File: config.mk
export PLATFORM = sky130hd
export DESIGN_NAME = gpio_pin_resolve
export DESIGN_NICKNAME = d
export VERILOG_FILES = /design/src/rtl/gpio_res_pkg.sv /design/src/rtl/gpio_pin_cell.sv /design/src/rtl/gpio_sense_or.sv /design/src/rtl/gpio_pin_resolve.sv
export SDC_FILE = /design/constraint.sdc
export NUM_CORES = 1
export LEC_CHECK = 0
export BUFFER_PORTS_ARGS = -buffer_cell sky130_fd_sc_hd__buf_2
export CORE_AREA = 2 2 323 325
export CTS_BUF_LIST = sky130_fd_sc_hd__clkbuf_16
export CTS_CLUSTER_SIZE = 12
export DETAILED_ROUTE_END_ITERATION = 10
export DIE_AREA = 0 0 325 327
export PLACE_DENSITY = 0.3
export SYNTH_ARGS = -nofsm -noshare
export SYNTH_HDL_FRONTEND = slang
export SYNTH_SLANG_ARGS = --single-unit
File: constraint.sdc
create_clock -name clk -period 1 [get_ports clk]
set_clock_uncertainty 0.1 [all_clocks]
set_input_delay 0 -clock clk [delete_from_list [all_inputs] [get_ports clk]]
set_output_delay 0 -clock clk [all_outputs]
set_load 0.005 [all_outputs]
File: src/rtl/gpio_res_pkg.sv
package gpio_res_pkg;
  localparam int CFG_W = 18;

  typedef struct packed {
    logic [1:0] sense;
    logic [2:0] drive;
    logic [1:0] pull;
    logic       ibuf_off;
    logic       dir;
  } pin_cfg_t;

  function automatic pin_cfg_t unpack_cfg(input logic [CFG_W-1:0] w);
    pin_cfg_t c;
    c.dir      = w[0];
    c.ibuf_off = w[1];
    c.pull     = w[3:2];
    c.drive    = w[10:8];
    c.sense    = w[17:16];
    return c;
  endfunction

  // modes 0-3 both levels, 4-5 only high, 6-7 only low
  function automatic logic drive_allows(input logic [2:0] mode, input logic lvl);
    if (!mode[2]) return 1'b1;
    return mode[1] ? !lvl : lvl;
  endfunction

  // encodings 1 and 3 enable a pull; bit 1 gives its level
  function automatic logic pull_on(input logic [1:0] p);
    return p[0];
  endfunction

  function automatic logic pull_level(input logic [1:0] p);
    return p[1];
  endfunction

  function automatic logic sense_fires(input logic [1:0] s, input logic lvl);
    return s[1] & (s[0] ? !lvl : lvl);
  endfunction
endpackage

File: src/rtl/gpio_pin_cell.sv
module gpio_pin_cell
  import gpio_res_pkg::*;
(
  input  logic             clk,
  input  logic             rst_n,
  input  logic [CFG_W-1:0] cfg_w,
  input  logic             out_bit,
  input  logic             ext_lvl,
  input  logic             ext_drv,
  output logic             in_q,
  output logic             oe_q,
  output logic             val_q,
  output logic             chg_q,
  output logic             short_q,
  output logic             sense_hit
);
  pin_cfg_t c;
  logic oe_raw, oe_n, val_n, in_n, short_n, chg_n;

  assign c = unpack_cfg(cfg_w);

  always_comb begin
    oe_raw    = c.dir & drive_allows(c.drive, out_bit);
    oe_n      = oe_raw;
    val_n     = out_bit;
    in_n      = in_q;
    short_n   = 1'b0;
    sense_hit = 1'b0;
    if (c.ibuf_off) begin
      if (pull_on(c.pull)) in_n = pull_level(c.pull);
    end else if (ext_drv) begin
      in_n      = ext_lvl;
      short_n   = oe_raw & (out_bit != ext_lvl);
      sense_hit = sense_fires(c.sense, ext_lvl);
    end else begin
      if (!oe_raw && pull_on(c.pull)) begin
        oe_n  = 1'b1;
        val_n = pull_level(c.pull);
      end
      if (oe_n) in_n = val_n;
    end
  end

  assign chg_n = (oe_n != oe_q) | (val_n != val_q);

  always_ff @(posedge clk) begin
    if (!rst_n) begin
      in_q    <= 1'b0;
      oe_q    <= 1'b0;
      val_q   <= 1'b0;
      chg_q   <= 1'b0;
      short_q <= 1'b0;
    end else begin
      in_q    <= in_n;
      oe_q    <= oe_n;
      val_q   <= val_n;
      chg_q   <= chg_n;
      short_q <= short_n;
    end
  end
endmodule

File: src/rtl/gpio_sense_or.sv
module gpio_sense_or #(
  parameter int N = 32
) (
  input  logic [N-1:0] hit,
  output logic         any
);
  always_comb begin
    any = 1'b0;
    for (int i = 0; i < N; i++) any = any | hit[i];
  end
endmodule

File: src/rtl/gpio_pin_resolve.sv
module gpio_pin_resolve
  import gpio_res_pkg::*;
#(
  parameter int NPINS = 32
) (
  input  logic                   clk,
  input  logic                   rst_n,
  input  logic [NPINS*CFG_W-1:0] pin_cfg_i,
  input  logic [NPINS-1:0]       pin_out_i,
  input  logic [NPINS-1:0]       ext_level_i,
  input  logic [NPINS-1:0]       ext_driven_i,
  output logic [NPINS-1:0]       pin_in_o,
  output logic [NPINS-1:0]       pin_oe_o,
  output logic [NPINS-1:0]       pin_val_o,
  output logic [NPINS-1:0]       pin_chg_o,
  output logic [NPINS-1:0]       pin_short_o,
  output logic                   detect_o
);
  logic [NPINS-1:0] sense_vec;
  logic             sense_any;

  for (genvar p = 0; p < NPINS; p++) begin : g_pin
    gpio_pin_cell u_cell (
      .clk      (clk),
      .rst_n    (rst_n),
      .cfg_w    (pin_cfg_i[p*CFG_W +: CFG_W]),
      .out_bit  (pin_out_i[p]),
      .ext_lvl  (ext_level_i[p]),
      .ext_drv  (ext_driven_i[p]),
      .in_q     (pin_in_o[p]),
      .oe_q     (pin_oe_o[p]),
      .val_q    (pin_val_o[p]),
      .chg_q    (pin_chg_o[p]),
      .short_q  (pin_short_o[p]),
      .sense_hit(sense_vec[p])
    );
  end

  gpio_sense_or #(.N(NPINS)) u_or (
    .hit(sense_vec),
    .any(sense_any)
  );

  always_ff @(posedge clk) begin
    if (!rst_n) detect_o <= 1'b0;
    else        detect_o <= sense_any;
  end
endmodule

==> key figures, run 1 <==
Run status
  • Status: complete, but fails checks
  • Violated checks: negative hold slack, negative setup slack

Clock network
  • Skew-Pair Late Insertion Delay: 0.51 ns
  • Root buf cell: clkbuf_16
  • Total clock sinks: 161
  • Max clock buf depth: 2
  • CTS tree: yes
  • CTS H-tree lvls: 4
  • Worst-path clk slew: 0.09 ns
  • Clock buffer count from CTS: 17

Worst hold path
  • Hold path endpoint: g_pin[18].u_cell.short_q
  • Hold path depth: 3
  • Worst Hold Class: primary input to flip-flop
  • Hold path start: pin_cfg_i[334]

Power
  • LEAKAGE: 0.0106 uW
  • PwrDens: 990 nW/um^2
  • Power Total: 22700 uW
  • Max VDD drop: 0.768 mV

Yosys
  • Sequential-to-total area share from yosys stat: 29.5%
  • Cell area after synthesis: 10900 sq um
  • Ys async rst share: 0%
  • Synth area leader: dfxtp_1
  • Post-synth top area share: 29.5%
  • Seq cells post-synth: approximately 160
  • Number of synthesis warnings: 0
  • Synth cell count leaders: dfxtp_1 (161), buf_4 (160), inv_1 (96)
  • Syn_area_per_cell: 8.60 sq um
  • Leading post-synthesis cells by cell area: dfxtp_1 (30%), buf_4 (11%), xor2_1 (7.5%)
  • Post-synth EDFFs: 0
  • Count leader, synth: dfxtp_1
  • Mapped Cells: roughly 1300
  • Ys flop type: dfxtp_1
  • Post-synthesis net count: approximately 1900
  • Synth cell types: 35

Die
  • Die height: 327 microns
  • Initial cell density of the core: 10.6%
  • Top Ports: 835
  • Die width: roughly 330 microns
  • Die area: 106000 sq um
  • Core Box Area: 103000 sq um
  • Num rows: 118

Layout
  • Fin cells: 3654
  • Fin util: 22.3%
  • Filler cell count: ~11000
  • Area growth from synthesis to layout: 110%
  • Layout Nets: between 2000 and 3000
  • Share of layout cells above drive strength 1: around 57%

Critical path
  • R2R Setup Slk: 0.04 ns
  • RR Startpoint: g_pin[25].u_cell.val_q
  • Crit path DAT: approximately 1.8 ns
  • Top fanout value on the critical path: 5
  • WP data required: 1.31 ns
  • FF-to-FF End: g_pin[25].u_cell.chg_q
  • Startpoint types: primary input
  • Worst R2R Path Depth: 4
  • WS Path Type: primary input to flip-flop
  • Crit. End Element: flip-flop

STA
  • Hold Slack: -0.210 ns
  • Slew HR: 57.5%
  • Fmax: ~650 MHz
  • Slew Limit Fails: 0
  • Final Critical Period: between 1.5 and 2 ns
  • Hold Fails Final Rpt: 99
  • Slack of the critical path: -0.536 ns
  • RSZ-0062 raised after global routing: yes
  • Final setup vio count: 247
  • Worst-margin pin slew: 0.631 ns
  • Period utilization: 154%

Placement
  • DP Cell Count: ~3300
  • HPWL after detailed placement: ~48000 microns
  • DP Worst Slack: -1.47 ns
  • RePlAce Congestion: around 0.87
  • I/O Buffers: approximately 510

Global routing
  • First-pass GRT wire length: ~86000 microns
  • Vias in the first global route: 14000
  • Initial antenna violation count: 28
  • GRT Util Overall: ~11%
  • Largest net degree at the start of global routing: 56
  • GRT overflow: 0

Drt
  • Via count: 13000
  • # DRC: 0
  • Post-DRT Antenna Nets: 0
  • Via density: 3.55
  • 1st-pass router iterations: 4
  • WL final: 60100 microns
  • Wire length per cell: 16.4 microns
  • DRT iter0 DRCs: 383

Job
  • Maxcap violations: 0
==> state kept, by name, indices dropped and copies added (netlist names) <==
| name | flops |
|---|---|
| detect_o | 1 |
| g_pin.u_cell.chg_q | 32 |
| g_pin.u_cell.in_q | 32 |
| g_pin.u_cell.oe_q | 32 |
| g_pin.u_cell.short_q | 32 |
| g_pin.u_cell.val_q | 32 |
==> cells in the final DEF (no fill, tap or decap), types with 10 or more instances in the layout <==
cell / netlist / final
o41ai_4: 0 / 43
diode_2: 0 / 11
xor2_1: 94 / 91
buf_2: 0 / 372
dfxtp_1: 161 / 24
nand4_1: 11 / 11
xnor2_1: 66 / 32
nand2_2: 0 / 26
dfxtp_2: 0 / 134
a31oi_2: 0 / 11
o211ai_1: 56 / 56
o41ai_2: 29 / 15
dlygate4sd3_1: 0 / 187
dlymetal6s2s_1: 0 / 10
nand3_1: 30 / 30
inv_1: 96 / 91
dlymetal6s4s_1: 0 / 37
clkbuf_16: 0 / 18
a21boi_1: 11 / 28
and4_1: 28 / 28
a21boi_4: 0 / 12
nand2_1: 89 / 63
xnor2_4: 0 / 28
buf_6: 0 / 126
nor2b_1: 61 / 61
a21boi_0: 57 / 34
o21ai_0: 69 / 59
a31oi_1: 57 / 40
and2_1: 34 / 34
a2bb2oi_2: 0 / 22
a21boi_2: 25 / 19
buf_4: 160 / 397
==> area by class of cell <==
class / count / area [sq um] / area share, %
inverters: 96 / 360 / 1.57
well taps: 1380 / 1730 / 7.52
diodes: 11 / 27.5 / 0.120
clock buffers: 17 / 425 / 1.85
multi-input cells: 832 / 7950 / 34.6
flip-flops and latches: 161 / 3400 / 14.8
repair buffers: 1142 / 8930 / 38.9
clock inverters: 15 / 138 / 0.599
==> through the flow <==
stage                     area, sq um  TNS [ns]
after floorplan                 11700    -0.746
after CTS                       21700    -44.67
after global routing            23000    -38.87
final                           23000    -25.81
after global placement          17200    -29.83
after detailed placement        17200    -30.40
==> kinds of logic after synthesis <==
logic type	share of synthesized area [%]
AO/OA/AOI/OAI	28.5
AND/OR/NAND/NOR	14.1
buffers and inverters	15.0
flip-flops	29.5
XOR/XNOR	12.8
==> routing by layer <==
| metal | share of wire [%] | routed length [microns] | GRT usage [%] |
|---|---|---|---|
| met1 | 43 | 25900 | 12.9 |
| met2 | 46 | 27800 | 17.7 |
| met3 | 8.4 | 5030 | 4.74 |
| met4 | 2.0 | 1220 | 3.23 |
| met5 | 0.14 | 86 | 0 |
==> how the worst max path moves through the flow <==
stage | start | endpoint | slack [ns] | cells after the start
3_5_place_dp | ext_level_i[30] | detect_o | -1.47 | 8
6_report | pin_cfg_i[343] | g_pin[19].u_cell.chg_q | -0.54 | 7
5_1_grt | pin_cfg_i[181] | g_pin[10].u_cell.chg_q | -0.56 | 7
3_3_place_gp | ext_level_i[30] | detect_o | -1.97 | 8
4_1_cts | pin_cfg_i[556] | detect_o | -0.53 | 8
2_1_floorplan | pin_out_i[1] | g_pin[1].u_cell.chg_q | -0.09 | 5
==> worst max-delay path, stage by stage <==
cell and delay (ns):
buf_2 0.11, buf_4 0.12, dlygate4sd3_1 0.68, o41ai_2 0.46, o41ai_4 0.16, xnor2_1 0.22, a21boi_2 0.09
==> report_power, final <==
part	internal (uW)	switching (uW)	total, uW
sequential	6970	307	7280
clock	3310	3700	7010
combinational	4770	3670	8450
==> what timing repair did <==
item,in CTS,in global routing
setup endpoints to repair,163,308
cloned,0,1
hold buffers,274,95
setup buffers,51,36
pin swaps,4,143
resized for setup,264,302
hold endpoints to repair,161,147
(Power assumes the default switching activity.)
==> run 2: changes to the inputs <==
CTS_BUF_LIST = default   (was sky130_fd_sc_hd__clkbuf_16)
==> run 2 against run 1 <==
Net effect:
- the flow still finishes with violations (negative hold slack, negative setup slack)
- total power up 0.33%
- global-route usage about the same
- critical path depth unchanged
- sequential power about the same
- via count up 0.22%
- highest routed layer unchanged
==> key figures, run 2 (synthesis gave the netlist of run 1 again) <==
Run status
  • Status: complete, but fails checks
  • Violated checks: negative hold slack, negative setup slack

Placement
  • HPWL after detailed placement: 47900 microns (unchanged)
  • I/O Buffers: 514 (unchanged)
  • Placed cell area: 17200 sq um (unchanged)
  • RePlAce Congestion: 0.869 (unchanged)
  • DP Cell Count: 3305 (unchanged)

Critical path
  • Worst R2R Path Depth: 3 (-1)
  • Slowest library cell on the worst path: dlygate4sd3_1
  • Crit. End Element: flip-flop
  • Top fanout value on the critical path: 5 (unchanged)
  • Startpoint types: primary input
  • Worst path max stage delay: 0.68 ns (about the same)
  • WS Path Type: primary input to flip-flop
  • WP data required: 1.30 ns (about the same)
  • Crit path cell chain: buf_2, buf_4, dlygate4sd3_1, o41ai_2, o41ai_4, xnor2_1, a21boi_2
  • Crit path DAT: 1.84 ns (about the same)

Power
  • LEAKAGE: 0.0106 uW (about the same)
  • Max VDD drop: 0.767 mV (-0.15%)
  • PwrDens: 993 nW/um^2 (+0.33%)

Clock network
  • Root buf cell: clkbuf_16
  • CTS tree: yes
  • CTS H-tree lvls: 4 (unchanged)
  • Clock buffer count from CTS: 17 (unchanged)
  • Total clock sinks: 161 (unchanged)
  • Worst-path clk slew: 0.09 ns (about the same)
  • Max clock buf depth: 2 (unchanged)
  • Skew-Pair Late Insertion Delay: 0.51 ns (about the same)

Die
  • Initial cell density of the core: 10.6% (unchanged)
  • Num rows: 118 (unchanged)
  • Die width: 325 microns (unchanged)
  • Die area: 106000 sq um (unchanged)
  • Die height: 327 microns (unchanged)
  • Core Box Area: 103000 sq um (unchanged)
  • Top Ports: 835 (unchanged)

Global routing
  • First-pass GRT wire length: 86400 microns (about the same)
  • Largest net degree at the start of global routing: 56 (unchanged)
  • GRT overflow: 0 (unchanged)
  • Initial antenna violation count: 28 (unchanged)
  • GRT Util Overall: 10.9% (about the same)
  • Vias in the first global route: 14000 (-0.064%)

Drt
  • # DRC: 0 (unchanged)
  • Wire length per cell: 16.4 microns (about the same)
  • DRT iter0 DRCs: 423 (+10%)
  • Via count: 13000 (+0.22%)
  • WL final: 60100 microns (about the same)
  • 1st-pass router iterations: 4 (unchanged)
  • Via density: 3.56 (+0.28%)
  • Post-DRT Antenna Nets: 0 (unchanged)

STA
  • Fmax: 651 MHz (about the same)
  • Slack of the critical path: -0.536 ns (-0.000183 ns)
  • Slew HR: 57.2% (-0.37 points)
  • Hold Fails Final Rpt: 99 (unchanged)
  • Worst-margin pin slew: 0.637 ns (+0.00548 ns)
  • Slew Limit Fails: 0 (unchanged)
  • Hold Slack: -0.210 ns (+0.000471 ns)
  • Final setup vio count: 248 (+0.40%)
  • RSZ-0062 raised after global routing: yes
  • Period utilization: 154% (about the same)
  • Final Critical Period: 1.54 ns (+0.000183 ns)

Layout
  • Fin cells: 3652 (-0.055%)
  • Commonest non-fill, non-tap cells in the layout: buf_4 (396), buf_2 (372), dlygate4sd3_1 (187), dfxtp_2 (134), buf_6 (126)
  • Layout Nets: 2923 (-0.034%)
  • Commonest non-fill, non-tap cell in the layout: buf_4
  • Share of layout cells above drive strength 1: 57.2% (about the same)
  • Filler cell count: 11400 (-0.018%)
  • Area growth from synthesis to layout: 110% (unchanged)
  • Fin util: 22.3% (unchanged)
  • Final Cell Area: 23000 sq um (unchanged)

Worst hold path
  • Worst Hold Class: primary input to flip-flop
  • Hold path depth: 3 (unchanged)

Job
  • Maxcap violations: 0 (unchanged)
-- run 2: repair_timing --
action,4_1_cts,5_1_grt
cloned,0,1
hold buffers,273,96
pin swaps,4,143
endpoints found under the setup margin,163,307
buffers inserted,51,35
gates resized for setup,264,302
endpoints found under the hold margin,161,147
-- run 2: final cells by class --
cell class              instances  area (sq um)  area share, %
inverters                      96           360           1.57
repair buffers               1141          8930           38.9
flip-flops and latches        161          3400           14.8
diodes                         10          25.0          0.109
well taps                    1380          1730           7.52
clock buffers                  18           439           1.91
clock inverters                14           134          0.583
multi-input cells             832          7950           34.6
-- run 2: power by group --
part	switching, uW	total (uW)	internal [uW]
clock network	3700	7080	3390
logic	3680	8440	4770
registers	307	7280	6970
total	7680	22800	15100
-- run 2: per-layer routing --
metal / GRT usage, % / up-vias / routed length (microns)
met3: 4.74 / 73 / 5210
met4: 3.23 / 16 / 1270
li1: - / 6380 / -
met2: 17.7 / 400 / 27800
met1: 12.9 / 6137 / 25700
met5: 0 / - / 86
-- run 2: final timing paths --
check	slack, ns	startpoint	to
max	-0.54	pin_cfg_i[343]	g_pin[19].u_cell.chg_q
min	-0.21	pin_cfg_i[334]	g_pin[18].u_cell.short_q
max reg2reg	0.04	g_pin[26].u_cell.oe_q	g_pin[26].u_cell.chg_q
min reg2reg	0.43	g_pin[9].u_cell.in_q	g_pin[9].u_cell.in_q
-- run 2: worst max-delay path, delay by kind of cell --
family          cells  cell delay [ns]
buf+inv             3             0.91
xor+xnor            1             0.22
compound gates      3             0.71
-- run 2: through the flow --
| stage | setup slack, ns | setup TNS, ns | hold slack, ns | total power [uW] |
|---|---|---|---|---|
| 2_1_floorplan | -0.0923 | -0.746 | 0.0525 | 10300 |
| 3_3_place_gp | -1.97 | -29.83 | 0.191 | 13500 |
| 3_5_place_dp | -1.47 | -30.40 | 0.194 | 13600 |
| 4_1_cts | -0.530 | -44.68 | -0.269 | 22700 |
| 5_1_grt | -0.564 | -38.90 | -0.239 | 24300 |
| 6_report | -0.536 | -25.82 | -0.210 | 22800 |
==> run 3: changes to the inputs <==
TNS_END_PERCENT = 20   (was default)
==> run 3 against run 2 <==
Net effect:
- the flow still finishes with violations (negative hold slack, negative setup slack)
- worst setup slack better by 0.29 ns
- clock power is 2% higher
- clock-buffer cell count shrank 1
- first-iteration DRC count shrank 3.8%
- die area stayed put
- sequential power barely moved
- final area down 7.9%
- largest cell class unchanged
- via count decreased by 1.9%
- combinational power decreased by 12%
==> key figures, run 3 (synthesis gave the netlist of run 1 again) <==
Power
  • Max VDD drop: 0.954 mV (+24%)
  • Net switching power: 7320 uW (-4.7%)
  • Clock share of power: 32.9% (+1.8 points)
  • Comb power frac: 33.8% (-3.2 points)
  • Cell Int Power: 14700 uW (-2.9%)
  • Sw frac: 33.3% (-0.42 points)
  • LEAKAGE: 0.00967 uW (-8.9%)
  • PwrDens: 1040 nW/um^2 (+4.8%)
  • Sequential share of power: 33.2% (+1.3 points)

Global routing
  • Vias in the first global route: 13500 (-3.5%)
  • GRT overflow: 0 (unchanged)
  • First-pass GRT wire length: 85200 microns (-1.5%)
  • Largest net degree at the start of global routing: 46 (-18%)
  • GRT Util Overall: 10.9% (about the same)
  • Initial antenna violation count: 28 (unchanged)

STA
  • Fmax: 802 MHz (+23%)
  • Final Critical Period: 1.25 ns (-0.288 ns)
  • Worst-margin pin slew: 0.772 ns (+0.135 ns)
  • Slack of the critical path: -0.248 ns (+0.288 ns)
  • Final setup vio count: 223 (-10%)
  • Hold Slack: -0.281 ns (-0.0711 ns)
  • Setup TNS: -15.06 ns (+10.77 ns)
  • RSZ-0062 raised after global routing: yes
  • Slew Limit Fails: 0 (unchanged)
  • Period utilization: 125% (-29 points)
  • Slew HR: 48.4% (-8.8 points)
  • Hold Fails Final Rpt: 124 (+25%)

Run status
  • Violated checks: negative hold slack, negative setup slack
  • Status: complete, but fails checks

Clock network
  • Root buf cell: clkbuf_16
  • Worst-path clk slew: 0.08 ns (about the same)
  • CTS tree: yes
  • Clock buffer count from CTS: 17 (unchanged)
  • CTS H-tree lvls: 4 (unchanged)
  • Total clock sinks: 161 (unchanged)
  • Max clock buf depth: 2 (unchanged)
  • Skew-Pair Late Insertion Delay: 0.51 ns (about the same)

Drt
  • WL final: 59500 microns (-0.88%)
  • 1st-pass router iterations: 4 (unchanged)
  • # DRC: 0 (unchanged)
  • Wire length per cell: 16.7 microns (+1.3%)
  • Via density: 3.57 (+0.26%)
  • DRT iter0 DRCs: 407 (-3.8%)
  • Post-DRT Antenna Nets: 0 (unchanged)
  • Via count: 12800 (-1.9%)

Die
  • Die width: 325 microns (unchanged)
  • Die height: 327 microns (unchanged)
  • Die area: 106000 sq um (unchanged)
  • Num rows: 118 (unchanged)
  • Core Box Area: 103000 sq um (unchanged)
  • Initial cell density of the core: 10.6% (unchanged)
  • Top Ports: 835 (unchanged)

Worst hold path
  • Worst Hold Class: primary input to flip-flop

Critical path
  • WP data required: 1.29 ns (about the same)
  • Top fanout value on the critical path: 4 (-1)
  • Worst path max stage delay: 0.62 ns (-0.06 ns)
  • Crit path cell chain: buf_2, dlygate4sd3_1, xnor2_2, a21oi_4, o31ai_1, o311a_1
  • Crit. End Element: flip-flop
  • Crit path DAT: 1.54 ns (-0.30 ns)
  • Startpoint types: primary input
  • WS Path Type: primary input to flip-flop
  • Crit-path leading delay family: buffers and inverters
  • Slowest library cell on the worst path: dlygate4sd3_1
  • Critical path buffer and inverter count: 2 (-1)

Placement
  • I/O Buffers: 514 (unchanged)
  • DP Worst Slack: -0.743 ns (+0.729 ns)
  • RePlAce Congestion: 0.873 (+0.46%)
  • HPWL after detailed placement: 48800 microns (+1.8%)

Layout
  • Share of layout cells above drive strength 1: 54.4% (-2.8 points)
  • Layout Nets: 2845 (-2.7%)
  • Commonest non-fill, non-tap cells in the layout: buf_2 (383), buf_4 (357), dlygate4sd3_1 (172), dfxtp_2 (132), buf_6 (122)
  • Area growth from synthesis to layout: 93.7%
  • Filler cell count: 11500 (+1.2%)
  • FF+latch area: 3410 sq um (+0.15%)
  • Multi-input gate area: 6940 sq um (-13%)
  • Commonest non-fill, non-tap cell in the layout: buf_2

Job
  • Maxcap violations: 0 (unchanged)
[run 3: changes by cell type in the layout (fill, tap and decap cells not counted), moves of 10 or more]
cell            before  now
a2bb2oi_1            6   16
xnor2_1             32   58
o41ai_4             43   27
dlymetal6s2s_1      10    0
xnor2_4             28    2
a2bb2oi_2           22   11
dlymetal6s4s_1      37   21
o41ai_1              0   10
buf_4              396  357
dlygate4sd3_1      187  172
buf_2              372  383
[run 3: tightest hold or removal path, stage by stage]
cell	delay, ns
buf_2	0.15
nand2_1	0.07
a31oi_1	0.07
[run 3: per-layer routing]
layer | up-vias | GRT usage, % | routed length, microns
li1 | 6217 | - | -
met1 | 6019 | 13.0 | 25700
met2 | 410 | 17.1 | 26600
met3 | 85 | 5.08 | 5700
met4 | 30 | 3.78 | 1310
met5 | - | 0 | 196
[run 3: worst paths after layout]
kind | start | end | slack [ns] | cells past startpoint
setup / recovery | pin_cfg_i[9] | g_pin[0].u_cell.in_q | -0.25 | 6
hold / removal | pin_cfg_i[469] | g_pin[26].u_cell.in_q | -0.28 | 3
setup reg to reg | g_pin[14].u_cell.oe_q | g_pin[14].u_cell.chg_q | -0.08 | 4
hold reg to reg | g_pin[15].u_cell.in_q | g_pin[15].u_cell.in_q | 0.42 | 2
[run 3: timing repair]
item                       in CTS  in global routing
hold endpoints to repair      159                145
hold buffers                  196                 76
resized for setup             262                204
setup endpoints to repair     164                273
pin swaps                       2                 87
buffers inserted               12                 14
[run 3: power groups by stage]
stage	Clock [uW]	Sequential (uW)	Combinational [uW]
2_1_floorplan	0	7210	2830
4_1_cts	7830	7300	6960
6_report	7250	7310	7450
3_3_place_gp	0	7310	5920
5_1_grt	7960	7380	8150
3_5_place_dp	0	7300	5950
[run 3: stage by stage]
stage / power (uW) / cell area (sq um) / hold WS, ns / cells / utilization [%]
6_report: 22000 / 21100 / -0.281 / 3574 / 20.5
5_1_grt: 23500 / 21100 / -0.319 / 3567 / 20.5
4_1_cts: 22100 / 20100 / -0.364 / 3564 / 19.5
3_5_place_dp: 13300 / 16700 / 0.188 / 3327 / 16.2
3_3_place_gp: 13200 / 16700 / 0.192 / 3327 / 16.2
2_1_floorplan: 10000 / 11000 / 0.0525 / 1269 / -
[run 3: area by class of cell]
cell class                      instances  area share, %
Clock buffer                           17           2.01
Tap cell                             1380           8.17
Multi-Input combinational cell        832           32.8
Timing Repair Buffer                 1063           38.3
Antenna cell                           10          0.118
Inverter                               96           1.70
Clock inverter                         15          0.757
Sequential cell                       161           16.1
